File: config.mk
export PLATFORM = sky130hd
export DESIGN_NAME = dual_chan_regfile
export DESIGN_NICKNAME = d
export VERILOG_FILES = /design/src/rtl/dcr_pkg.sv /design/src/rtl/dcr_decode.sv /design/src/rtl/dcr_readmux.sv /design/src/rtl/dual_chan_regfile.sv
export SDC_FILE = /design/constraint.sdc
export NUM_CORES = 1
export LEC_CHECK = 0
export BUFFER_PORTS_ARGS = -buffer_cell sky130_fd_sc_hd__buf_2
export CAP_MARGIN = 20
export CORE_MARGIN = 2
export CORE_UTILIZATION = 37
export CTS_CLUSTER_DIAMETER = 30
export DETAILED_ROUTE_END_ITERATION = 10
export REMOVE_ABC_BUFFERS = 1
export SLEW_MARGIN = 10
export SYNTH_ARGS = -nofsm -noshare
export SYNTH_HDL_FRONTEND = slang
export SYNTH_SLANG_ARGS = --single-unit
File: constraint.sdc
create_clock -name clk -period 4.1 [get_ports clk]
set_clock_uncertainty 0.05 [all_clocks]
set_input_delay 0 -clock clk [delete_from_list [all_inputs] [get_ports clk]]
set_output_delay 0 -clock clk [all_outputs]
set_load 0.01 [all_outputs]
File: src/rtl/dcr_pkg.sv
package dcr_pkg;
    localparam int DW    = 8;
    localparam int NCH   = 2;
    localparam int NREG  = 16;
    localparam int PW    = $clog2(NREG);
    localparam int AW    = 3;
    localparam int IPW   = 6;

    localparam int REG_VBASE  = 2;
    localparam int REG_IPEND  = 3;
    localparam int REG_STCOPY = 4;
    localparam int REG_MODEM  = 5;
    localparam int REG_DATA   = 8;
    localparam int REG_MCTL   = 9;
    localparam int REG_CLKSRC = 11;
    localparam int REG_DIVLO  = 12;
    localparam int REG_DIVHI  = 13;
    localparam int REG_MISC   = 14;
    localparam int REG_EXTCTL = 15;

    localparam int ST_RXAV = 0;
    localparam int ST_TXBE = 2;
    localparam int ST_CTS  = 5;
    localparam int MD_RTS  = 1;
    localparam int MD_DTR  = 7;
    localparam int MC_RSTA = 7;
    localparam int MC_RSTB = 6;

    localparam logic [DW-1:0] RV_EXTCTL = 8'hF8;
    localparam logic [DW-1:0] RV_MISC   = 8'hA0;
    localparam logic [DW-1:0] RV_CLKSRC = 8'h08;
    localparam logic [DW-1:0] RV_STAT   = 8'h04;
    localparam logic [DW-1:0] EXT_MASK  = 8'hFA;
    localparam logic [DW-1:0] EVEN_READ = 8'hFF;

    typedef struct packed {
        logic [PW-1:0]                     ptr;
        logic [NCH-1:0][NREG-1:0][DW-1:0]  wreg;
        logic [DW-1:0]                     vbase;
        logic [DW-1:0]                     mctl;
        logic [NCH-1:0][DW-1:0]            stcap;
        logic [NCH-1:0]                    tx_stb;
        logic [DW-1:0]                     tx_byte;
    } dcr_state_t;

    function automatic dcr_state_t chan_reset(dcr_state_t s, int c);
        dcr_state_t r = s;
        r.wreg[c][REG_EXTCTL] = RV_EXTCTL;
        r.wreg[c][REG_MISC]   = RV_MISC;
        r.wreg[c][REG_CLKSRC] = RV_CLKSRC;
        r.mctl                = '0;
        r.stcap[c]            = RV_STAT;
        return r;
    endfunction
endpackage

File: src/rtl/dcr_decode.sv
module dcr_decode
    import dcr_pkg::*;
(
    input  logic [AW-1:0] addr,
    output logic          odd,
    output logic          chan,
    output logic          is_ctrl
);
    always_comb begin
        odd     = addr[0];
        is_ctrl = ~addr[1];
        chan    = addr[2];
    end
endmodule

File: src/rtl/dcr_readmux.sv
module dcr_readmux
    import dcr_pkg::*;
(
    input  logic                     odd,
    input  logic                     chan,
    input  logic                     is_ctrl,
    input  logic [PW-1:0]            ptr,
    input  logic [NREG-1:0][DW-1:0]  wreg,
    input  logic [DW-1:0]            vbase,
    input  logic [DW-1:0]            stcap,
    input  logic [DW-1:0]            stlive,
    input  logic [IPW-1:0]           ipend,
    input  logic [DW-1:0]            rx_byte,
    output logic [DW-1:0]            rdata
);
    logic [DW-1:0] ctrl_val;

    always_comb begin
        case (int'(ptr))
            0:                   ctrl_val = stlive;
            REG_VBASE:           ctrl_val = vbase;
            REG_IPEND:           ctrl_val = chan ? '0 : DW'(ipend);
            REG_STCOPY:          ctrl_val = stcap;
            REG_DATA:            ctrl_val = rx_byte;
            REG_MCTL, REG_DIVHI: ctrl_val = wreg[REG_DIVHI];
            REG_DIVLO:           ctrl_val = wreg[REG_DIVLO];
            REG_CLKSRC,
            REG_EXTCTL:          ctrl_val = wreg[REG_EXTCTL] & EXT_MASK;
            default:             ctrl_val = '0;
        endcase
        if (!odd)
            rdata = EVEN_READ;
        else if (is_ctrl)
            rdata = ctrl_val;
        else
            rdata = rx_byte;
    end
endmodule

File: src/rtl/dual_chan_regfile.sv
module dual_chan_regfile
    import dcr_pkg::*;
(
    input  logic            clk,
    input  logic            rst_n,
    input  logic [AW-1:0]   bus_addr,
    input  logic            bus_rd,
    input  logic            bus_wr,
    input  logic [DW-1:0]   bus_wdata,
    output logic [DW-1:0]   bus_rdata,
    input  logic [NCH-1:0]  rx_avail,
    input  logic [NCH-1:0]  tx_empty,
    input  logic [NCH-1:0]  cts_in,
    input  logic [IPW-1:0]  ipend,
    input  logic [DW-1:0]   rx_byte_a,
    input  logic [DW-1:0]   rx_byte_b,
    output logic [NCH-1:0]  tx_strobe,
    output logic [DW-1:0]   tx_byte,
    output logic [NCH-1:0]  rts,
    output logic [NCH-1:0]  dtr
);
    dcr_state_t state_d, state_q;
    dcr_state_t rst_state;

    logic odd, chan, is_ctrl;
    logic [NCH-1:0][DW-1:0] st_live;
    logic [DW-1:0] rx_sel;

    // flattened views for the bound checker
    logic [PW-1:0]          ptr_q;
    logic [DW-1:0]          mctl_q;
    logic [NCH-1:0][DW-1:0] ext_q;
    logic [NCH-1:0][DW-1:0] misc_q;

    dcr_decode u_dec (
        .addr    (bus_addr),
        .odd     (odd),
        .chan    (chan),
        .is_ctrl (is_ctrl)
    );

    for (genvar c = 0; c < NCH; c++) begin : g_chan
        always_comb begin
            st_live[c]          = '0;
            st_live[c][ST_RXAV] = rx_avail[c];
            st_live[c][ST_TXBE] = tx_empty[c];
            st_live[c][ST_CTS]  = cts_in[c];
        end
        assign rts[c]    = state_q.wreg[c][REG_MODEM][MD_RTS];
        assign dtr[c]    = state_q.wreg[c][REG_MODEM][MD_DTR];
        assign ext_q[c]  = state_q.wreg[c][REG_EXTCTL];
        assign misc_q[c] = state_q.wreg[c][REG_MISC];
    end

    assign rx_sel = chan ? rx_byte_b : rx_byte_a;

    dcr_readmux u_rmux (
        .odd     (odd),
        .chan    (chan),
        .is_ctrl (is_ctrl),
        .ptr     (state_q.ptr),
        .wreg    (state_q.wreg[chan]),
        .vbase   (state_q.vbase),
        .stcap   (state_q.stcap[chan]),
        .stlive  (st_live[chan]),
        .ipend   (ipend),
        .rx_byte (rx_sel),
        .rdata   (bus_rdata)
    );

    always_comb begin
        rst_state = '0;
        for (int c = 0; c < NCH; c++)
            rst_state = chan_reset(rst_state, c);
    end

    always_comb begin
        state_d        = state_q;
        state_d.tx_stb = '0;
        if (odd && bus_wr) begin
            if (!is_ctrl) begin
                state_d.tx_stb[chan] = 1'b1;
                state_d.tx_byte      = bus_wdata;
                state_d.ptr          = '0;
            end else if (state_q.ptr == '0) begin
                if (bus_wdata < DW'(NREG))
                    state_d.ptr = bus_wdata[PW-1:0];
            end else begin
                state_d.wreg[chan][state_q.ptr] = bus_wdata;
                case (int'(state_q.ptr))
                    REG_VBASE: state_d.vbase = bus_wdata;
                    REG_DATA: begin
                        state_d.tx_stb[chan] = 1'b1;
                        state_d.tx_byte      = bus_wdata;
                    end
                    REG_MCTL: begin
                        state_d.mctl = bus_wdata;
                        if (bus_wdata[MC_RSTB]) state_d = chan_reset(state_d, 1);
                        if (bus_wdata[MC_RSTA]) state_d = chan_reset(state_d, 0);
                    end
                    default: ;
                endcase
                state_d.ptr = '0;
            end
        end else if (odd && bus_rd) begin
            if (is_ctrl) begin
                if (state_q.ptr == '0)
                    state_d.stcap[chan] = st_live[chan];
                if (int'(state_q.ptr) == REG_CLKSRC || int'(state_q.ptr) == REG_EXTCTL)
                    state_d.wreg[chan][REG_EXTCTL] = state_q.wreg[chan][REG_EXTCTL] & EXT_MASK;
            end
            state_d.ptr = '0;
        end
    end

    always_ff @(posedge clk) begin
        if (!rst_n)
            state_q <= rst_state;
        else
            state_q <= state_d;
    end

    assign tx_strobe = state_q.tx_stb;
    assign tx_byte   = state_q.tx_byte;
    assign ptr_q     = state_q.ptr;
    assign mctl_q    = state_q.mctl;
endmodule

==> results.cfg <==
[placed_design]
dp_hpwl_mm = 9.15
portBuffers = 64
place_congestion = 0.943
placed_cell_area_sq_um = 4610

[layout]
fill_cells = 1113
multi_input_area_sq_um = 2500
regArea_sq_um = 1520
final_layout_size_suffix_gt1_frac = 0.201
area_growth_pct = 16.0
antenna_cells = 0
final_area_sq_um = 5000
fin_nets = 577

[power_and_ir_drop]
vdd.ir_drop.worst_mv = 0.179
powerDensity_nw_per_um2 = 358
total_leakage_power_nw = 1.90

[setup_path]
start_kind = flip-flop
end_kind = output pin
crit_buf_inv = 2
required_ns = 4.05
path_max_fanout = 25
path_class = reg -> out
crit_family = flip-flops
critPathMaxStageDelay_ns = 1.04
crit_arrival_ns = 3.22
cpMaxStageDelayCell = dfxtp_1
critical_path.cell_chain = nor4b_2 > buf_4 > a22oi_1 > o21ai_0 > a21oi_1 > o211ai_1 > buf_2
r2r_slack_ns = 1.31

[synthesis]
synth_cells = 492
synth.most_common_cell = dfxtp_1
synth-main-ff-cell = dfxtp_1
ys_seq_area_frac = 0.353
synth_top_area_share = 0.353
synth_simple_gate_area_share = 0.255
syn_area_per_cell_sq_um = 8.76
ys_seq_elements = 76
synth-xor-area-share = 0
async_flop_share = 0
yosys-top-cells-area = dfxtp_1 (35%), mux2i_1 (12%), nor2b_1 (6.4%), nand2_1 (4.8%), o21ai_0 (4.0%)
yosys.area_share.adder = 0.00290
yosysUniqueCellTypes = 54
synth_top_family_by_area = simple AND/OR/NAND/NOR gates
yosysWarnings = 0
muxShareOfSynthArea = 0.173
synth_area_leader_cell = dfxtp_1
netlist_area_sq_um = 4310
synth_common_cells = dfxtp_1 (76), nand2_1 (55), mux2i_1 (52)
synth_compound_area_frac = 0.151
synth-edff-count = 0

[routing]
routed_wirelength_mm = 13.3
via_per_inst = 5.73
drcViolationCount = 0
via_count = 3899
drt_iter0_drc = 362
wire_per_inst_microns = 19.5
drt_pass1_iterations = 4
ant_nets = 0

[timing]
fin_crit_sh = 0.798
finalSetupTns_ns = 0
slew_viol_final = 0
setup_viol = 0
hold_violations = 0
achievable-frequency_mhz = 306
timing.slew.headroom = 0.271
tightestPinTransition_ns = 1.09
fin_crit_ns = 3.27
rsz0062_at_grt = no

[clocking]
clk_pin_slew_worst_paths_ns = 0.06
cts_tree = built
cts_max_level = 3
cts-buffers-inserted = 9
clock_sinks = 76
root_buffer = clkbuf_16
clock_latency_ns = 0.34
cts-resized-gates = 0
cts_max_path_buffers = 2

[die]
die_w_microns = 112
start_util = 0.379
die_height_microns = 112
die_area_sq_um = 12500
core-area_sq_um = 11400
ios = 65
std_cell_rows = 39

[grt]
gr-usage-met2 = 0.335
overflow = 0
grt_use_total = 0.214
antenna_found_initial = 0
grt_use_met3 = 0.0261
grt_max_degree = 56
grt_pass1_wl_mm = 20.8
busiest_layer = met2
grt_pass1_vias = 3810
grtUsageMet1 = 0.286

[status]
outcome = finished, final reports clean

[flow_run]
drv_cap = 0

[hold_path]
worst_hold_path_type = in -> reg
[layout by cell type (no fill, tap or decap), types with 9 or more instances in the layout]
cell type / synthesis / routed
dfxtp_1: 76 / 76
buf_2: 12 / 64
nand2_1: 55 / 55
mux2i_1: 52 / 52
nor2b_1: 44 / 44
o21ai_0: 34 / 33
and2_1: 17 / 17
and3_1: 16 / 16
nor2_1: 15 / 15
a21oi_1: 15 / 15
nand3_1: 12 / 12
mux2_2: 10 / 10
clkbuf_16: 0 / 9
[sequential cells by signal, summed over array words and instances, names as in the netlist]
name,count
rts,2
tx_byte,8
ptr_q,4
ext_q,12
tx_strobe,2
state_q,46
dtr,2
[cells by family after synthesis]
group	Yosys count
buffers and inverters	56
AOI/OAI and AO/OA	99
adders and majority gates	1
and+or+nand+nor	193
DFF	76
muxes	67
[area by class of cell]
class                   count  area share
multi-input cells         360       0.501
clock buffers              12      0.0493
flip-flops and latches     76       0.304
clock inverters             4      0.0145
inverters                   8     0.00601
well taps                 143      0.0358
repair buffers             78      0.0886
[tightest hold or removal path: cells and delay by family]
kind	cells	cell delay [ns]
buf+inv	1	0.08
mux	1	0.06
simple gates	2	0.23
[where the power goes]
part	leakage, nW	switching, mW	total, mW	internal (mW)
Combinational	1.13	0.102	0.171	0.0691
Clock	0.153	0.319	0.868	0.549
Sequential	0.613	0.00513	0.749	0.744
Total	1.90	0.426	1.79	1.36
[routing by layer]
layer | share of wire | vias up
li1 | - | 1831
met1 | 0.44 | 1843
met2 | 0.45 | 188
met3 | 0.063 | 37
met4 | 0.041 | 0
met5 | 0 | -
[timing repair]
action | CTS | global route
setup buffers | 0 | 0
hold endpoints to repair | 13 | 0
hold buffers | 7 | 0
[through the flow]
stage	power [mW]	instances	hold WS (ns)	utilization	setup slack (ns)
after floorplan	0.838	444	0.0119	-	1.69
final	1.79	681	0.0165	0.440	0.829
after global routing	1.85	681	0.0315	0.440	0.802
after detailed placement	0.928	658	0.299	0.405	1.30
after CTS	1.79	681	0.0153	0.440	0.922
after global placement	0.927	658	0.287	0.405	1.31
[final timing paths]
path	start	endpoint	depth (start not counted)
setup / recovery	ptr_q[1]	bus_rdata[4]	7
hold / removal	rx_avail[1]	state_q[18]	4
setup reg to reg	ptr_q[1]	state_q[273]	6
hold reg to reg	ext_q[4]	ext_q[4]	1
No activity file was read; power rests on OpenSTA's default activity.
